File: src/rtl/uart_rxq_pkg.sv
package uart_rxq_pkg;

    typedef enum logic [1:0] {
        TMR_EMPTY    = 2'd0,
        TMR_COUNTING = 2'd1,
        TMR_EXPIRED  = 2'd2
    } tmr_state_t;

    typedef enum logic {
        OVR_CLEAR   = 1'b0,
        OVR_FLAGGED = 1'b1
    } ovr_state_t;

    // Threshold in bytes for each select code.
    function automatic int unsigned level_for(input logic [1:0] sel);
        unique case (sel)
            2'd0:    return 1;
            2'd1:    return 4;
            2'd2:    return 8;
            default: return 14;
        endcase
    endfunction

endpackage

File: src/rtl/rxq_store.sv
module rxq_store #(
    parameter int DATA_W = 8,
    parameter int DEPTH  = 16,
    localparam int PTR_W = $clog2(DEPTH),
    localparam int CNT_W = $clog2(DEPTH + 1)
) (
    input  logic              clk,
    input  logic              rst_n,
    input  logic              fifo_en,
    input  logic              flush,
    input  logic              push_valid,
    input  logic [DATA_W-1:0] push_data,
    input  logic              pop,
    output logic [DATA_W-1:0] head_data,
    output logic [CNT_W-1:0]  count,
    output logic              push_taken,
    output logic              pop_taken,
    output logic              push_dropped
);

    logic [DATA_W-1:0] mem [DEPTH];
    logic [PTR_W-1:0]  rd_ptr, wr_ptr;
    logic [CNT_W-1:0]  eff_depth;
    logic              full;

    function automatic logic [PTR_W-1:0] ptr_inc(input logic [PTR_W-1:0] p);
        return (p == PTR_W'(DEPTH - 1)) ? '0 : p + 1'b1;
    endfunction

    always_comb begin
        eff_depth    = fifo_en ? CNT_W'(DEPTH) : CNT_W'(1);
        full         = (count >= eff_depth);
        pop_taken    = pop && (count != '0) && !flush;
        push_taken   = push_valid && !flush && (!full || pop_taken);
        push_dropped = push_valid && !flush && full && !pop_taken;
        head_data    = mem[rd_ptr];
    end

    always_ff @(posedge clk) begin
        if (push_taken) begin
            mem[wr_ptr] <= push_data;
        end
    end

    always_ff @(posedge clk) begin
        if (!rst_n || flush) begin
            rd_ptr <= '0;
            wr_ptr <= '0;
            count  <= '0;
        end else begin
            if (push_taken) wr_ptr <= ptr_inc(wr_ptr);
            if (pop_taken)  rd_ptr <= ptr_inc(rd_ptr);
            unique case ({push_taken, pop_taken})
                2'b10:   count <= count + 1'b1;
                2'b01:   count <= count - 1'b1;
                default: count <= count;
            endcase
        end
    end

endmodule

File: src/rtl/rxq_idle_timer.sv
module rxq_idle_timer
    import uart_rxq_pkg::*;
#(
    parameter int TOUT_CHARS = 4,
    localparam int TW = $clog2(TOUT_CHARS + 1)
) (
    input  logic clk,
    input  logic rst_n,
    input  logic flush,
    input  logic push_taken,
    input  logic pop_taken,
    input  logic drain,
    input  logic char_tick,
    output logic timeout
);

    tmr_state_t    state_q, state_d;
    logic [TW-1:0] ticks_q, ticks_d;
    logic          activity;

    assign activity = push_taken || pop_taken;

    // next state
    always_comb begin
        state_d = state_q;
        ticks_d = ticks_q;
        unique case (state_q)
            TMR_EMPTY: begin
                if (push_taken) begin
                    state_d = TMR_COUNTING;
                    ticks_d = '0;
                end
            end
            TMR_COUNTING, TMR_EXPIRED: begin
                if (flush || drain) begin
                    state_d = TMR_EMPTY;
                    ticks_d = '0;
                end else if (activity) begin
                    state_d = TMR_COUNTING;
                    ticks_d = '0;
                end else if (char_tick && state_q == TMR_COUNTING) begin
                    if (ticks_q == TW'(TOUT_CHARS - 1)) begin
                        state_d = TMR_EXPIRED;
                    end else begin
                        ticks_d = ticks_q + 1'b1;
                    end
                end
            end
            default: begin
                state_d = TMR_EMPTY;
                ticks_d = '0;
            end
        endcase
    end

    // state register
    always_ff @(posedge clk) begin
        if (!rst_n) begin
            state_q <= TMR_EMPTY;
            ticks_q <= '0;
        end else begin
            state_q <= state_d;
            ticks_q <= ticks_d;
        end
    end

    // outputs
    always_comb begin
        timeout = (state_q == TMR_EXPIRED);
    end

endmodule

File: src/rtl/rxq_overrun.sv
module rxq_overrun
    import uart_rxq_pkg::*;
(
    input  logic clk,
    input  logic rst_n,
    input  logic push_dropped,
    input  logic lsr_rd,
    output logic overrun
);

    ovr_state_t state_q, state_d;

    always_comb begin
        state_d = state_q;
        unique case (state_q)
            OVR_CLEAR:   if (push_dropped) state_d = OVR_FLAGGED;
            OVR_FLAGGED: if (lsr_rd && !push_dropped) state_d = OVR_CLEAR;
            default:     state_d = OVR_CLEAR;
        endcase
    end

    always_ff @(posedge clk) begin
        if (!rst_n) state_q <= OVR_CLEAR;
        else        state_q <= state_d;
    end

    always_comb begin
        overrun = (state_q == OVR_FLAGGED);
    end

endmodule

File: src/rtl/uart_rxq.sv
module uart_rxq
    import uart_rxq_pkg::*;
#(
    parameter int DATA_W     = 8,
    parameter int DEPTH      = 16,
    parameter int TOUT_CHARS = 4,
    localparam int CNT_W     = $clog2(DEPTH + 1)
) (
    input  logic              clk,
    input  logic              rst_n,
    input  logic              fifo_en,
    input  logic [1:0]        trig_sel,
    input  logic              flush,
    input  logic              push_valid,
    input  logic [DATA_W-1:0] push_data,
    input  logic              pop,
    input  logic              lsr_rd,
    input  logic              char_tick,
    output logic [DATA_W-1:0] pop_data,
    output logic [CNT_W-1:0]  count,
    output logic              data_ready,
    output logic              trig_hit,
    output logic              overrun,
    output logic              timeout
);

    logic             push_taken, pop_taken, push_dropped, drain;
    logic [CNT_W-1:0] level;

    rxq_store #(.DATA_W(DATA_W), .DEPTH(DEPTH)) i_store (
        .clk          (clk),
        .rst_n        (rst_n),
        .fifo_en      (fifo_en),
        .flush        (flush),
        .push_valid   (push_valid),
        .push_data    (push_data),
        .pop          (pop),
        .head_data    (pop_data),
        .count        (count),
        .push_taken   (push_taken),
        .pop_taken    (pop_taken),
        .push_dropped (push_dropped)
    );

    assign drain = pop_taken && !push_taken && (count == CNT_W'(1));

    rxq_idle_timer #(.TOUT_CHARS(TOUT_CHARS)) i_timer (
        .clk        (clk),
        .rst_n      (rst_n),
        .flush      (flush),
        .push_taken (push_taken),
        .pop_taken  (pop_taken),
        .drain      (drain),
        .char_tick  (char_tick),
        .timeout    (timeout)
    );

    rxq_overrun i_ovr (
        .clk          (clk),
        .rst_n        (rst_n),
        .push_dropped (push_dropped),
        .lsr_rd       (lsr_rd),
        .overrun      (overrun)
    );

    always_comb begin
        level      = fifo_en ? CNT_W'(level_for(trig_sel)) : CNT_W'(1);
        trig_hit   = (count >= level);
        data_ready = (count != '0);
    end

endmodule

File: config.mk
export PLATFORM = sky130hd
export DESIGN_NAME = uart_rxq
export DESIGN_NICKNAME = d
export VERILOG_FILES = /design/src/rtl/uart_rxq_pkg.sv /design/src/rtl/rxq_store.sv /design/src/rtl/rxq_idle_timer.sv /design/src/rtl/rxq_overrun.sv /design/src/rtl/uart_rxq.sv
export SDC_FILE = /design/constraint.sdc
export NUM_CORES = 1
export LEC_CHECK = 0
export BUFFER_PORTS_ARGS = -buffer_cell sky130_fd_sc_hd__buf_4
export CORE_MARGIN = 3
export CORE_UTILIZATION = 51
export CTS_BUF_LIST = sky130_fd_sc_hd__clkbuf_2
export DETAILED_ROUTE_END_ITERATION = 6
export PLACE_DENSITY_LB_ADDON = 0.08
export RECOVER_POWER = 50
export SLEW_MARGIN = 20
export SYNTH_ARGS = -nofsm -noshare
export SYNTH_HDL_FRONTEND = slang
export SYNTH_SLANG_ARGS = --single-unit
export TNS_END_PERCENT = 20
File: constraint.sdc
create_clock -name clk -period 4.8 [get_ports clk]
set_input_delay 0.96 -clock clk [delete_from_list [all_inputs] [get_ports clk]]
set_output_delay 0.96 -clock clk [all_outputs]
set_load 0.02 [all_outputs]
==> flow_summary.ini, run 1 <==
[status]
outcome = completed

[clocking]
cts_buffers = 17
hold_buffers = 0
htree_levels = 4
cts_resized = 0
path_clk_slew_ps = 220
postCtsSetupBuffers = 0
root_buffer = clkbuf_2
cts_sinks = 151
insertion_delay_ps = 660
cts_buffer_depth = 2
cts_tree = built

[routing]
viasPerCell = 5.60
first_pass_iters = 5
ant_nets = 0
dr_total_vias = 3330
wl_mm = 12.2
drt-initial-drc-count = 390
drc = 0
wl_per_cell_um = 20.5

[synth]
synth.net_count = 403
yosys.area.top_type_share_pct = 59.7
synthFlopType = edfxtp_1
syn_area_per_cell_um2 = 17.7
synthCells = 363
ys_seq_elements = 151
synth.distinct_cells = 47
synth_area_um2 = 6440
synthMostInstantiatedCell = edfxtp_1
synth.area.top_cells = edfxtp_1 60%, mux4_2 14%, dfxtp_1 7.1%
yosysWarnings = 0
synth_commonest_cells = 128 x edfxtp_1, 40 x mux4_2, 23 x dfxtp_1, 22 x ha_1, 18 x nor2_1
synth_top_cell_by_area = edfxtp_1
async_flop_share_pct = 0
yosysSeqAreaShare_pct = 66.8
synth_edf_count = 128

[grt]
grt_pass1_vias = 3349
grt.total_usage_pct = 18.5
overflow = 0
grt_pass1_wl_mm = 19.4
grt_start_max_net_pins = 33
antenna_found_initial = 0

[floorplan]
io_pins = 35
fp.dieH_um = 118
die-area_um2 = 14000
die_w_um = 118
core_um2 = 12200
rows = 40
start_util_pct = 53.0

[timing]
rsz0062_at_grt = no
hold_viol = 0
fin_skew_ps = 22.9
period_minus_slack_ps = 3920
tightest_slew_ps = 1270
setup_viol = 0
fin_setup_tns_ps = 0
slew_violations = 0
max_freq_mhz = 255
relSlewSlack_pct = 14.8
period_share_pct = 81.6

[layout]
nFillCells = 944
drive_gt1_share_pct = 27.4
area_delta_synth_final_pct = 9.96
nNetsFinal = 454
regArea_um2 = 4310
antennaDiodeCount = 0
multi_input_comb_area_um2 = 1960
utilization_pct = 58.3

[power_and_ir_drop]
p_switching_w = 0.000559
clockPowerShare_pct = 31.3
switching_share_pct = 24.3
ir_drop_mv = 0.210
powerDensity_nw_per_um2 = 325
combPwrFrac_pct = 6.2
seqPwrFrac_pct = 62.4
p_leak_nw = 2.28
power.internal_w = 0.00174

[critical_path]
crit_arrival_ps = 4510
cp_max_fo = 13
start_kind = register
required_ps = 5390
critPathKind = register to register
cp-end-kind = register

[place]
gp_congestion = 0.800
dp.final_hpwl_mm = 8.18
port_buffers = 34

[job]
max-cap-violations = 0

[hold_path]
min_path_type = register to register
## final timing paths
path	from	endpoint	slack, ps	cells past startpoint
worst max-delay path	i_store.count[0]	i_timer.ticks_q[2]	880	11
worst min-delay path	i_timer.ticks_q[2]	i_timer.ticks_q[2]	500	2
worst max register to register	i_store.count[0]	i_timer.ticks_q[2]	880	11
worst min register to register	i_timer.ticks_q[2]	i_timer.ticks_q[2]	500	2
## layer usage
layer  up-vias  GRT usage [%]  wire [um]
li1       1550              -          -
met1      1680           26.4       5330
met2        96           29.3       6060
met3         4           4.78        780
met4         0           3.69         34
met5         -              0          0
## registers in the layout (all words and copies together), names as in the netlist, named ones only
register / cells
i_store.wr_ptr: 4
i_store.mem: 128
i_store.rd_ptr: 4
i_timer.state_q: 2
i_store.count: 5
i_ovr.overrun: 1
i_timer.ticks_q: 3
## stage by stage
stage / setup WS [ps] / hold WS [ps] / instance area, um^2 / cells / power [W]
after global placement: 1220 / 462 / 6930 / 563 / 0.00161
after global routing: 539 / 502 / 7080 / 595 / 0.00239
after CTS: 862 / 498 / 7180 / 595 / 0.00233
after floorplan: 1270 / 450 / 6440 / 363 / 0.00156
final: 884 / 495 / 7080 / 595 / 0.00230
after detailed placement: 1110 / 474 / 6930 / 563 / 0.00161
## cells by family after synthesis
| group | synth area share [%] |
|---|---|
| AOI/OAI and AO/OA | 4.02 |
| xor gates and xnor gates | 0.816 |
| adders and majority gates | 4.27 |
| buffers and inverters | 2.41 |
| DFF | 66.8 |
| muxes | 14.9 |
| and+or+nand+nor | 6.74 |
## layout make-up
class | instances | area share, %
flip-flops and latches | 151 | 60.8
multi-input cells | 180 | 27.6
repair buffers | 47 | 4.19
well taps | 168 | 2.97
clock inverters | 14 | 2.30
clock buffers | 18 | 1.27
inverters | 17 | 0.901
## critical path, cell delays in order (launching register included)
cell and delay, ps:
dfxtp_1 410, inv_1 180, ha_1 190, nor4b_1 510, nor3b_1 340, o21a_4 320, inv_1 380, ha_1 260
inv_1 60, a211oi_1 570, o2111ai_1 360, o32ai_1 280
## power by group through the flow
stage	registers [W]	clock network [W]	logic (W)
after global placement	0.00146	0	0.000147
after floorplan	0.00146	0	0.0000946
after CTS	0.00144	0.000742	0.000150
after global routing	0.00144	0.000791	0.000160
final	0.00144	0.000721	0.000143
after detailed placement	0.00146	0	0.000150
## cells in the final DEF, fill, tap and decap left out, types with 3 or more instances in the layout
cell type,instances
nand2b_1,4
ha_1,22
clkbuf_2,18
mux4_2,40
mux2i_1,5
a21oi_1,10
o21ai_0,5
xnor2_1,5
nor4b_2,5
inv_6,4
o211ai_1,3
nand4_1,3
inv_1,17
and3_1,6
dfxtp_1,22
clkinvlp_4,3
nand2_1,17
nor2_1,18
nor3b_1,5
a211oi_1,5
edfxtp_1,128
clkbuf_1,15
buf_4,32
Note: power is estimated with default switching activity, not from simulation.
==> run 2: changes to the inputs <==
- ABC_AREA: not set -> 1
- clock period: 4.8 -> 4.08 ns (I/O delays scaled with it)
==> run 2 against run 1 <==
  * Sequential share of layout area is 2.6 points lower
  * Clock power up 36%
  * Final area is 4.5% higher
  * Critical path depth fell by 5
  * Wire length increased by 17%
  * Core utilization decreased by 0.51 points
  * Total power rose by 26%
  * Setup slack worse by 480 ps
  * Flip-flop and latch count unchanged
==> flow_summary.ini, run 2 <==
[place]
dp.cells = 763
gp_congestion = 0.814
port_buffers = 34
dp_slack_ps = 1110
dp.final_hpwl_mm = 9.55

[synth]
synthFlopType = edfxtp_1
yosys.area.top_type_share_pct = 56.5
synth.area.top_cells = edfxtp_1 56%, dfxtp_1 6.8%, mux2i_1 4.7%
synth_top_cell_by_area = edfxtp_1
synth.distinct_cells = 38
yosysSeqAreaShare_pct = 63.2
synthCells = 578
yosysWarnings = 0
async_flop_share_pct = 0
ys_seq_elements = 151
synthMostInstantiatedCell = edfxtp_1
synth_area_um2 = 6810
synth.net_count = 618
synth_edf_count = 128
syn_area_per_cell_um2 = 11.8
synth_commonest_cells = 128 x edfxtp_1, 74 x inv_1, 56 x nand2_1, 49 x o21ai_0, 45 x a21oi_1

[grt]
overflow = 0
grt_start_max_net_pins = 88
grt_pass1_vias = 4195
grt.total_usage_pct = 20.5
grt_pass1_wl_mm = 22.3
antenna_found_initial = 0

[timing]
setup_ws_ps = 400
setup_viol = 0
period_minus_slack_ps = 3680
slew_violations = 0
max_freq_mhz = 272
hold_viol = 0
rsz0062_at_grt = no
tightest_slew_ps = 1020
period_share_pct = 90.2
fin_setup_tns_ps = 0
fin_skew_ps = 27.8
holdWs_ps = 306
relSlewSlack_pct = 32.1

[power_and_ir_drop]
p_switching_w = 0.000676
power.internal_w = 0.00223
p_total_w = 0.00291
combPwrFrac_pct = 7.8
seqPwrFrac_pct = 58.5
ir_drop_mv = 0.175
switching_share_pct = 23.3
powerDensity_nw_per_um2 = 393
p_leak_nw = 2.62
clockPowerShare_pct = 33.7

[critical_path]
cp_max_fo = 33
crit_arrival_ps = 2860
cp_slowest_stage_delay_ps = 720
cpMostUsedCell = buf_4
critPathKind = register to output port
required_ps = 3260
cp-end-kind = output port
crit_slowest_cell = inv_1
start_kind = register
timing.critical_path.cells = buf_4, inv_1, o21ai_0, o211ai_1, nand2_1, buf_4

[job]
max-cap-violations = 0

[status]
outcome = completed

[layout]
top_register = i_store.mem
final_cell_mix = 128 x edfxtp_1, 74 x inv_1, 58 x nand2_1
antennaDiodeCount = 0
largest_reg_flops = 128
mostFrequentLayoutCell = edfxtp_1
drive_gt1_share_pct = 11.2
area_delta_synth_final_pct = 8.79
reg.largest.list = i_store.mem: 128 flops, i_store.count: 5 flops
fin_cells = 795
nNetsFinal = 650

[floorplan]
rows = 41
die-area_um2 = 14800
die_w_um = 122
fp.dieH_um = 122
start_util_pct = 53.1
core_um2 = 12800
io_pins = 35

[clocking]
cts_tree = built
cts_buffers = 17
cts_resized = 0
postCtsSetupBuffers = 0
hold_buffers = 0
cts_sinks = 151
insertion_delay_ps = 730
root_buffer = clkbuf_2
cts_buffer_depth = 2
htree_levels = 4
path_clk_slew_ps = 210

[routing]
wl_per_cell_um = 18.0
drt-initial-drc-count = 302
ant_nets = 0
viasPerCell = 5.38
drc = 0
wl_mm = 14.3
dr_total_vias = 4278
first_pass_iters = 5

[hold_path]
min_path_type = input port to register
[run 2: cell count changes after synthesis, moves of 27 or more]
cell      change
mux4_2       -40
o211ai_1     +30
inv_1        +58
nand2_1      +39
mux2i_1      +27
o21ai_0      +44
a21oi_1      +35
[run 2: cells by family after synthesis]
group | share of synthesized area [%]
DFF | 63.2
AOI/OAI and AO/OA | 11.9
and+or+nand+nor | 9.25
buffers and inverters | 6.08
muxes | 4.71
adders and majority gates | 4.04
xor gates and xnor gates | 0.772
[run 2: power by group through the flow]
| stage | registers (W) | logic [W] | clock network [W] |
|---|---|---|---|
| after floorplan | 0.00173 | 0.000154 | 0 |
| after global placement | 0.00173 | 0.000232 | 0 |
| after detailed placement | 0.00173 | 0.000237 | 0 |
| after CTS | 0.00170 | 0.000237 | 0.00101 |
| after global routing | 0.00170 | 0.000256 | 0.00107 |
| final | 0.00170 | 0.000226 | 0.000981 |
[run 2: cell type report]
class | instances | area (um^2)
inverters | 75 | 282
clock buffers | 18 | 90.1
well taps | 172 | 215
fillers | 1110 | 5420
multi-input cells | 328 | 2050
flip-flops and latches | 151 | 4310
clock inverters | 14 | 205
repair buffers | 37 | 256
[run 2: metrics by stage]
| step | area (um^2) | util (%) |
|---|---|---|
| after floorplan | 6810 | - |
| after global placement | 7180 | 56.0 |
| after detailed placement | 7180 | 56.0 |
| after CTS | 7480 | 58.3 |
| after global routing | 7400 | 57.7 |
| final | 7400 | 57.7 |
[run 2: worst paths after layout]
| kind | start | endpoint | slack (ps) | cells past startpoint |
|---|---|---|---|---|
| max | register | pop_data[1] | 400 | 6 |
| min | lsr_rd | i_ovr.overrun | 310 | 4 |
| max reg2reg | i_store.count[0] | i_store.mem[8][1] | 920 | 9 |
| min reg2reg | i_ovr.overrun | i_ovr.overrun | 480 | 2 |
[run 2: metal layers]
| metal | wire length, um | global-route usage (%) | up-vias | share of wire [%] |
|---|---|---|---|---|
| li1 | - | - | 2105 | - |
| met5 | 0 | 0 | - | 0 |
| met4 | 289 | 7.77 | 0 | 2.0 |
| met3 | 613 | 4.15 | 23 | 4.3 |
| met1 | 6560 | 27.5 | 2046 | 46 |
| met2 | 6860 | 33.3 | 104 | 48 |
[run 2: critical path: cells and delay by family, from the launching register on]
kind,cells,cell delay [ps]
simple gates,1,100
buf+inv,3,1120
compound gates,2,590
flops,1,330
==> run 3: changes to the inputs <==
- RECOVER_POWER: 50 -> 100
==> run 3 against run 2 <==
  * Combinational power fell by 3%
  * Non-clock buffer count did not move
  * Via count barely moved
  * Cell count did not move
  * Wire length fell by 0.26%
  * Sequential share of layout area rose by 0.48 points
  * Critical path type unchanged
  * Highest routed layer unchanged
==> flow_summary.ini, run 3 (synthesized netlist as in run 2, its figures left out) <==
[layout]
utilization_pct = 57.3
regArea_um2 = 4310
mostFrequentLayoutCell = edfxtp_1
reg.largest.list = i_store.mem: 128 flops, i_store.count: 5 flops
final_cell_mix = 128 x edfxtp_1, 74 x inv_1, 58 x nand2_1
nFillCells = 1122
drive_gt1_share_pct = 8.99
multi_input_comb_area_um2 = 2040
nNetsFinal = 650
area_delta_synth_final_pct = 7.90
antennaDiodeCount = 0
stdcell_area_um2 = 7340
top_register = i_store.mem
largest_reg_flops = 128
fin_cells = 795

[clocking]
root_buffer = clkbuf_2
hold_buffers = 0
cts_sinks = 151
cts_buffer_depth = 2
insertion_delay_ps = 730
cts_buffers = 17
htree_levels = 4
cts_tree = built
postCtsSetupBuffers = 0
cts_resized = 0
path_clk_slew_ps = 210

[routing]
dr_total_vias = 4274
wl_per_cell_um = 18.0
first_pass_iters = 6
ant_nets = 0
wl_mm = 14.3
drt-initial-drc-count = 361
drc = 0
viasPerCell = 5.38

[floorplan]
start_util_pct = 53.1
die-area_um2 = 14800
io_pins = 35
core_um2 = 12800
rows = 41
fp.dieH_um = 122
die_w_um = 122

[timing]
relSlewSlack_pct = 32.1
hold_viol = 0
slew_violations = 0
setup_ws_ps = 400
period_share_pct = 90.2
rsz0062_at_grt = no
tightest_slew_ps = 1020
fin_skew_ps = 29.8
period_minus_slack_ps = 3680
setup_viol = 0
max_freq_mhz = 272
fin_setup_tns_ps = 0

[status]
outcome = completed

[place]
dpl_cell_area_um2 = 7180
gp_congestion = 0.814
dp.cells = 763
dp.final_hpwl_mm = 9.55
port_buffers = 34
dp_slack_ps = 1110

[power_and_ir_drop]
combPwrFrac_pct = 7.6
p_switching_w = 0.000676
clockPowerShare_pct = 33.8
powerDensity_nw_per_um2 = 395
switching_share_pct = 23.3
power.internal_w = 0.00223
ir_drop_mv = 0.175
p_leak_nw = 2.57
seqPwrFrac_pct = 58.6

[critical_path]
timing.rr.start = i_store.count[0]
cp_slowest_stage_delay_ps = 730
crit_arrival_ps = 2860
cp_max_fo = 33
r2r_end = i_store.mem[8][1]
ff2ff_path_depth = 9
crit_slowest_cell = inv_1
critPathKind = register to output port
cp-end-kind = output port
start_kind = register
required_ps = 3260
rrSetupSlack_ps = 900
timing.critical_path.cells = buf_4, inv_1, o21ai_0, o211ai_1, nand2_1, clkbuf_2

[grt]
antenna_found_initial = 0
overflow = 0
grt.total_usage_pct = 20.5
grt_pass1_vias = 4195
grt_start_max_net_pins = 88
grt_pass1_wl_mm = 22.3

[hold_path]
whs_path_depth = 4
min_path_type = input port to register
whs_endpoint = i_ovr.overrun
min_from = lsr_rd

[job]
max-cap-violations = 0
## run 3: cell types whose count changed in the layout (fill, tap and decap cells not counted)
cell	delta
clkbuf_1	+13
buf_4	-15
o21ai_0	+1
clkbuf_2	+2
o21ai_1	-1
o2111ai_1	+1
o2111ai_2	-1
## run 3: final cells by class
cell class / instances / area share, %
flip-flops and latches: 151 / 58.7
multi-input cells: 328 / 27.8
inverters: 75 / 3.83
well taps: 172 / 2.93
clock inverters: 14 / 2.79
repair buffers: 37 / 2.76
clock buffers: 18 / 1.23
## run 3: stage by stage
step	hold WS (ps)	total power, W
floorplan	452	0.00189
global placement	458	0.00197
detailed placement	458	0.00197
CTS	213	0.00294
global route	238	0.00302
finish	301	0.00290
## run 3: power groups by stage
stage	registers [W]	logic [W]	clock network [W]
after global placement	0.00173	0.000232	0
after global routing	0.00170	0.000249	0.00107
after detailed placement	0.00173	0.000237	0
final	0.00170	0.000219	0.000981
after CTS	0.00170	0.000237	0.00101
after floorplan	0.00173	0.000154	0
## run 3: per-layer routing
| layer | part of all wire, % | wire length [um] | vias up | global-route usage [%] |
|---|---|---|---|---|
| met5 | 0 | 0 | - | 0 |
| met4 | 2.1 | 298 | 0 | 7.77 |
| met3 | 4.4 | 628 | 23 | 4.15 |
| met2 | 48 | 6840 | 109 | 33.3 |
| met1 | 46 | 6510 | 2038 | 27.5 |
| li1 | - | - | 2104 | - |
## run 3: critical path, delay by kind of cell, from the launching register on
family | cells | cell delay [ps]
buffers and inverters | 3 | 1130
AO/OA/AOI/OAI | 2 | 580
flip-flops | 1 | 330
AND/OR/NAND/NOR | 1 | 100
## run 3: how the worst max path moves through the flow
stage                      from                 to
finish                 register        pop_data[1]
global route           register        pop_data[6]
CTS                    register        pop_data[1]
detailed placement      fifo_en  i_store.mem[2][4]
global placement        fifo_en  i_store.mem[9][5]
floorplan           trig_sel[1]           trig_hit
